===== src/rtl/clk_pd_pkg.sv =====
package clk_pd_pkg;
  typedef enum logic [2:0] {
    ST_OFF   = 3'd0,
    ST_RUN   = 3'd1,
    ST_STOP  = 3'd2,
    ST_DRIVE = 3'd3,
    ST_WAIT  = 3'd4
  } pd_state_e;
endpackage


===== src/rtl/pd_sync.sv =====
module pd_sync #(
  parameter int STAGES = 2
) (
  input  logic clk_i,
  input  logic rst_ni,
  input  logic d_i,
  output logic q_o
);
  logic [STAGES-1:0] sr_q;

  always_ff @(posedge clk_i or negedge rst_ni) begin
    if (!rst_ni) sr_q <= '0;
    else         sr_q <= {sr_q[STAGES-2:0], d_i};
  end

  assign q_o = sr_q[STAGES-1];
endmodule


===== src/rtl/pd_win_cnt.sv =====
module pd_win_cnt #(
  parameter int LIMIT = 16
) (
  input  logic clk_i,
  input  logic rst_ni,
  input  logic clr_i,
  input  logic en_i,
  output logic done_o
);
  localparam int W = $clog2(LIMIT + 1);
  localparam logic [W-1:0] LIM = W'(LIMIT);

  logic [W-1:0] cnt_q;

  assign done_o = (cnt_q == LIM);

  always_ff @(posedge clk_i or negedge rst_ni) begin
    if (!rst_ni)                cnt_q <= '0;
    else if (clr_i)             cnt_q <= '0;
    else if (en_i && !done_o)   cnt_q <= cnt_q + 1'b1;
  end
endmodule


===== src/rtl/pd_fsm.sv =====
module pd_fsm
  import clk_pd_pkg::*;
(
  input  logic      clk_i,
  input  logic      rst_ni,
  input  logic      req_i,
  input  logic      park_float_i,
  input  logic      pll_lock_i,
  input  logic      drv_done_i,
  input  logic      stb_done_i,
  output pd_state_e state_o,
  output logic      ph_o,
  output logic      drv_clr_o,
  output logic      drv_en_o,
  output logic      stb_clr_o,
  output logic      stb_en_o,
  output logic      done_o,
  output logic      err_o
);
  pd_state_e st_q, st_d;
  logic       ph_q, ph_d;
  logic [1:0] qual_q, qual_d;
  logic       done_q, done_d;
  logic       err_q, err_d;
  logic       drv_clr, stb_clr;

  always_comb begin
    st_d    = st_q;
    ph_d    = ph_q;
    qual_d  = qual_q;
    done_d  = done_q;
    drv_clr = 1'b0;
    stb_clr = 1'b0;
    unique case (st_q)
      ST_OFF: begin
        if (!req_i) begin
          st_d    = ST_WAIT;
          stb_clr = 1'b1;
        end
      end
      ST_RUN: begin
        // committed stop lands on complement high-to-low (ph 0 -> 1)
        if (qual_q == 2'd2 && !ph_q) begin
          st_d   = ST_STOP;
          done_d = 1'b0;
          qual_d = 2'd0;
        end else begin
          ph_d = ~ph_q;
          // complement rising edge: sample request
          if (ph_q) qual_d = req_i ? qual_q + 2'd1 : 2'd0;
        end
      end
      ST_STOP: begin
        qual_d = 2'd0;
        if (!req_i) begin
          stb_clr = 1'b1;
          if (park_float_i) begin
            st_d    = ST_DRIVE;
            drv_clr = 1'b1;
          end else begin
            st_d = ST_WAIT;
          end
        end
      end
      ST_DRIVE: begin
        if (req_i)           st_d = ST_STOP;
        else if (drv_done_i) st_d = ST_WAIT;
      end
      ST_WAIT: begin
        if (req_i) st_d = ST_STOP;
        else if (pll_lock_i) begin
          st_d   = ST_RUN;
          ph_d   = 1'b0;
          qual_d = 2'd0;
          done_d = 1'b1;
        end
      end
      default: st_d = ST_OFF;
    endcase
  end

  always_comb begin
    err_d = err_q;
    if (stb_clr) err_d = 1'b0;
    else if ((st_q == ST_DRIVE || st_q == ST_WAIT) && stb_done_i) err_d = 1'b1;
  end

  always_ff @(posedge clk_i or negedge rst_ni) begin
    if (!rst_ni) begin
      st_q   <= ST_OFF;
      ph_q   <= 1'b0;
      qual_q <= 2'd0;
      done_q <= 1'b0;
      err_q  <= 1'b0;
    end else begin
      st_q   <= st_d;
      ph_q   <= ph_d;
      qual_q <= qual_d;
      done_q <= done_d;
      err_q  <= err_d;
    end
  end

  assign state_o   = st_q;
  assign ph_o      = ph_q;
  assign drv_clr_o = drv_clr;
  assign drv_en_o  = (st_q == ST_DRIVE);
  assign stb_clr_o = stb_clr;
  assign stb_en_o  = (st_q == ST_DRIVE) || (st_q == ST_WAIT);
  assign done_o    = done_q;
  assign err_o     = err_q;
endmodule


===== src/rtl/pd_out.sv =====
module pd_out
  import clk_pd_pkg::*;
(
  input  pd_state_e state_i,
  input  logic      ph_i,
  input  logic      park_float_i,
  input  logic      out_en_i,
  output logic      t_o,
  output logic      c_o,
  output logic      t_oe_o,
  output logic      c_oe_o
);
  always_comb begin
    t_o    = 1'b1;
    c_o    = 1'b0;
    t_oe_o = 1'b0;
    c_oe_o = 1'b0;
    unique case (state_i)
      ST_RUN: begin
        t_o    = ph_i;
        c_o    = ~ph_i;
        t_oe_o = out_en_i;
        c_oe_o = out_en_i;
      end
      ST_STOP:           t_oe_o = out_en_i & ~park_float_i;
      ST_DRIVE, ST_WAIT: t_oe_o = out_en_i;
      default: ;
    endcase
  end
endmodule


===== src/rtl/clk_pd_seq.sv =====
module clk_pd_seq
  import clk_pd_pkg::*;
#(
  parameter int DRV_CYC    = 15000,
  parameter int STABLE_CYC = 50000,
  parameter int SYNC_STG   = 2
) (
  input  logic clk_i,
  input  logic rst_ni,
  input  logic pd_pin_i,
  input  logic pd_pol_i,
  input  logic park_float_i,
  input  logic out_en_i,
  input  logic pll_lock_i,
  output logic clk_t_o,
  output logic clk_c_o,
  output logic clk_t_oe_o,
  output logic clk_c_oe_o,
  output logic restart_done_o,
  output logic lock_err_o
);
  logic      req_raw, req_s;
  pd_state_e st;
  logic      ph;
  logic      drv_clr, drv_en, drv_done;
  logic      stb_clr, stb_en, stb_done;

  assign req_raw = ~(pd_pin_i ^ pd_pol_i);

  pd_sync #(.STAGES(SYNC_STG)) u_sync (
    .clk_i (clk_i),
    .rst_ni(rst_ni),
    .d_i   (req_raw),
    .q_o   (req_s)
  );

  pd_win_cnt #(.LIMIT(DRV_CYC)) u_drv_cnt (
    .clk_i (clk_i),
    .rst_ni(rst_ni),
    .clr_i (drv_clr),
    .en_i  (drv_en),
    .done_o(drv_done)
  );

  pd_win_cnt #(.LIMIT(STABLE_CYC)) u_stb_cnt (
    .clk_i (clk_i),
    .rst_ni(rst_ni),
    .clr_i (stb_clr),
    .en_i  (stb_en),
    .done_o(stb_done)
  );

  pd_fsm u_fsm (
    .clk_i       (clk_i),
    .rst_ni      (rst_ni),
    .req_i       (req_s),
    .park_float_i(park_float_i),
    .pll_lock_i  (pll_lock_i),
    .drv_done_i  (drv_done),
    .stb_done_i  (stb_done),
    .state_o     (st),
    .ph_o        (ph),
    .drv_clr_o   (drv_clr),
    .drv_en_o    (drv_en),
    .stb_clr_o   (stb_clr),
    .stb_en_o    (stb_en),
    .done_o      (restart_done_o),
    .err_o       (lock_err_o)
  );

  pd_out u_out (
    .state_i     (st),
    .ph_i        (ph),
    .park_float_i(park_float_i),
    .out_en_i    (out_en_i),
    .t_o         (clk_t_o),
    .c_o         (clk_c_o),
    .t_oe_o      (clk_t_oe_o),
    .c_oe_o      (clk_c_oe_o)
  );
endmodule


===== config.mk =====
export PLATFORM = sky130hd
export DESIGN_NAME = clk_pd_seq
export DESIGN_NICKNAME = d
export VERILOG_FILES = /design/src/rtl/clk_pd_pkg.sv /design/src/rtl/pd_sync.sv /design/src/rtl/pd_win_cnt.sv /design/src/rtl/pd_fsm.sv /design/src/rtl/pd_out.sv /design/src/rtl/clk_pd_seq.sv
export SDC_FILE = /design/constraint.sdc
export NUM_CORES = 1
export LEC_CHECK = 0
export BUFFER_PORTS_ARGS = -buffer_cell sky130_fd_sc_hd__buf_2
export CAP_MARGIN = 20
export CORE_MARGIN = 5
export CORE_UTILIZATION = 45
export DETAILED_ROUTE_END_ITERATION = 10
export GPL_TIMING_DRIVEN = 0
export PLACE_DENSITY = 0.64
export SLEW_MARGIN = 20
export SYNTH_ARGS = -nofsm -noshare
export SYNTH_HDL_FRONTEND = slang
export SYNTH_SLANG_ARGS = --single-unit

===== constraint.sdc =====
create_clock -name clk_i -period 4.3 [get_ports clk_i]
set_input_delay 0.43 -clock clk_i [delete_from_list [all_inputs] [get_ports clk_i]]
set_output_delay 0.43 -clock clk_i [all_outputs]
set_load 0.05 [all_outputs]

==> reports/results.txt <==
Fin Clk Skew -> 0.00573 ns
worst r2r src -> u_fsm.state_o[2]$_DFFE_PN0P_
total power -> 0.00124 W
clock group share of total power -> 21.3%
post-route worst setup slack -> 2.21 ns
antenna-violating nets left -> 0
CTS H-tree lvls -> 2
total grt overflow -> 0
Hold Crit Class -> in2async
clock-pin slew of the registers on the worst-case setup and hold paths -> 0.08 ns
initial antenna violation count -> 0
Die W -> 79.3 um
Worst Hold Margin -> 0.258 ns
vias -> 1554
Root Driver -> clkbuf_8
kind of critical path -> reg2out
Tmin final -> 2.09 ns
Slew headroom -> 39.7%
cts hold-fix bufs -> 0
Finished Core Util -> 50.8%
row cnt -> 25
Top FF cell, synth -> dfrtp_1
largest net degree at the start of global routing -> 41
Fin Setup TNS -> 0 ns
IO Port Bufs -> 12
flops & latches, synth -> 40
Post-DP HPWL -> 2720 um
per-cell routed wire length -> 13.1 um
Cell Area, Synth -> 2160 sq um
# setup viols final -> 0
first-pass GRT wire length -> 7030 um
io pins -> 13
critical-path maximum fanout -> 10
Pre-Repair DR Iteration Count -> 4
worst r2r dst -> u_drv_cnt.cnt_q[9]$_DFFE_PN0P_
GRT Overall Usage -> 14.3%
Std-Cell Core Area -> 4690 sq um
Final Hold Fails -> 0
final slew viol count -> 0
status -> completed
share of flip-flops with an asynchronous set or reset -> 100%
Mapped Nets -> 239
post-CTS sizing -> 0
max-cap check violation count -> 0
DRC viols -> 0
Final nets -> 258
Syn Inst Count -> 227
Cell variety after synth -> 44
Die ar. -> 6290 sq um
Starting DRT DRC Count -> 83
pwr/cell area -> 519 nW/um^2
total wire length -> 3960 um
Diodes inserted -> 0
vias in the first global route -> 1476
Final period util -> 48.5%
Worst Tran Pin Value -> 0.904 ns
share of layout cells above drive strength 1 -> 13.8%
CTS tree -> built
Worst Path Arrival -> 1.66 ns
r2r setup slk -> 2.40 ns
Ys Warns -> 0
Critical Path RT -> 3.87 ns
Avg Synthesized Cell Area -> 9.52 sq um
Crit. End Element -> output port
fmax -> 479 MHz
Worst-Skew Late Latency -> 0.29 ns
Initial Util -> 46.1%
routability cong. -> 0.746
P&R area growth vs syn -> 10.2%
Leak -> 1.13 nW
Worst VDD drop -> 314 uV
number of synthesized flops with an enable pin -> 0
register area share after synthesis -> 46.3%
DIE HEIGHT -> 79.3 um
Num CTS Buffers -> 5
postcts setup bufs -> 0
combinational share of power -> 33.9%
via density per instance -> 5.16
CTS max path bufs -> 2
Sequential Power Share -> 44.8%
P_sw -> 0.000470 W
DP Worst Slack -> 2.38 ns
Int Power -> 0.000767 W
RSZ-0062 raised after global routing -> false
sw frac -> 38.0%
worst reg2reg path depth -> 5
startpoint types -> flip-flop
clock sinks -> 40
==> worst max path at each step <==
stage | start | to | slack, ns | cells past startpoint
CTS | u_fsm.state_o[0]$_DFFE_PN0P_ | clk_t_oe_o | 2.19 | 5
detailed placement | u_fsm.state_o[2]$_DFFE_PN0P_ | u_drv_cnt.cnt_q[9]$_DFFE_PN0P_ | 2.38 | 5
global placement | u_fsm.state_o[2]$_DFFE_PN0P_ | u_drv_cnt.cnt_q[9]$_DFFE_PN0P_ | 2.40 | 5
finish | u_fsm.state_o[0]$_DFFE_PN0P_ | clk_t_oe_o | 2.21 | 5
floorplan | u_fsm.state_o[2]$_DFFE_PN0P_ | clk_c_o | 2.27 | 4
global route | u_fsm.state_o[2]$_DFFE_PN0P_ | clk_c_o | 2.07 | 5
==> cell families (layout without fill, tap and decap cells) <==
family	count (synthesis)	in the layout	synth area share [%]
AOI/OAI and AO/OA	27	27	8.28
buffers and inverters	22	42	4.23
DFF	40	40	46.3
xor gates and xnor gates	25	25	10.1
adders and majority gates	5	5	2.90
muxes	5	5	2.49
and+or+nand+nor	103	103	25.7
==> power by group through the flow <==
stage                     Clock, W  Combinational (W)  Sequential (W)
after global placement           0           0.000413        0.000557
after detailed placement         0           0.000422        0.000560
after floorplan                  0           0.000324        0.000554
after global routing      0.000288           0.000471        0.000572
after CTS                 0.000272           0.000424        0.000554
final                     0.000264           0.000419        0.000554
==> cells in the mapped netlist, types with 2 or more instances <==
| library cell | number | area [sq um] |
|---|---|---|
| xnor2_1 | 5 | 43.8 |
| nor3b_2 | 2 | 25.0 |
| nand4_1 | 7 | 43.8 |
| ha_1 | 5 | 62.6 |
| clkbuf_1 | 4 | 15.0 |
| and4_1 | 2 | 17.5 |
| o21ai_0 | 6 | 30.0 |
| buf_2 | 4 | 20.0 |
| nor3_1 | 3 | 15.0 |
| a31oi_1 | 2 | 12.5 |
| nand3_1 | 16 | 80.1 |
| o21a_1 | 2 | 15.0 |
| a21oi_1 | 7 | 35.0 |
| dfrtp_1 | 40 | 1000 |
| inv_1 | 13 | 48.8 |
| mux2_2 | 3 | 33.8 |
| mux2i_1 | 2 | 20.0 |
| and2_1 | 4 | 25.0 |
| and3_1 | 9 | 56.3 |
| nand2_1 | 16 | 60.1 |
| nor2_1 | 32 | 120 |
| o221ai_1 | 2 | 17.5 |
| xor2_1 | 20 | 175 |
==> layout make-up <==
cell class / instances / area [sq um]
Multi-Input combinational cell: 165 / 1070
Clock buffer: 7 / 86.3
Inverter: 13 / 48.8
Fill cell: 444 / 2310
Tap cell: 54 / 67.6
Timing Repair Buffer: 12 / 60.1
Clock inverter: 1 / 7.51
Buffer: 9 / 42.5
Sequential cell: 40 / 1000
==> sequential cells by signal, indices dropped and copies added, names as in the netlist <==
| register | count |
|---|---|
| u_fsm.qual_q | 2 |
| u_drv_cnt.cnt_q | 14 |
| u_sync.sr_q | 2 |
| u_fsm.done_o | 1 |
| u_stb_cnt.cnt_q | 16 |
| u_fsm.ph_o | 1 |
| u_fsm.err_o | 1 |
| u_fsm.state_o | 3 |
==> metal layers <==
| metal | up-vias | track usage, % | wire, um |
|---|---|---|---|
| met5 | - | 0 | 0 |
| met4 | 0 | 5.15 | 31 |
| met3 | 2 | 3.74 | 104 |
| met2 | 16 | 21.6 | 1760 |
| met1 | 717 | 19.7 | 2060 |
| li1 | 819 | - | - |
==> per-stage QoR <==
step,std cells,cell area [sq um]
after floorplan,227,2160
after global placement,293,2290
after detailed placement,293,2290
after CTS,301,2380
after global routing,301,2380
final,301,2380
==> cell usage in the layout (no fill, tap or decap), types with 2 or more instances in the layout <==
cell type  instances
nand2_1           16
clkbuf_1           5
nand4_1            7
a21oi_1            7
ha_1               5
a31oi_1            2
nor2_1            32
dfrtp_1           40
and4_1             2
nor3b_2            2
nand3_1           16
o21a_1             2
and3_1             9
buf_2             16
nor3_1             3
mux2_2             3
clkbuf_8           6
inv_1             13
mux2i_1            2
o221ai_1           2
xnor2_1            5
o21ai_0            6
xor2_1            20
and2_1             4
==> worst max-delay path, cell delays in order, from the launching register on <==
cell and delay, ns:
dfrtp_1 0.45, clkbuf_1 0.36, a21oi_1 0.07, nor2_1 0.11
o21a_1 0.12, buf_2 0.25
Note: power is estimated with default switching activity, not from simulation.
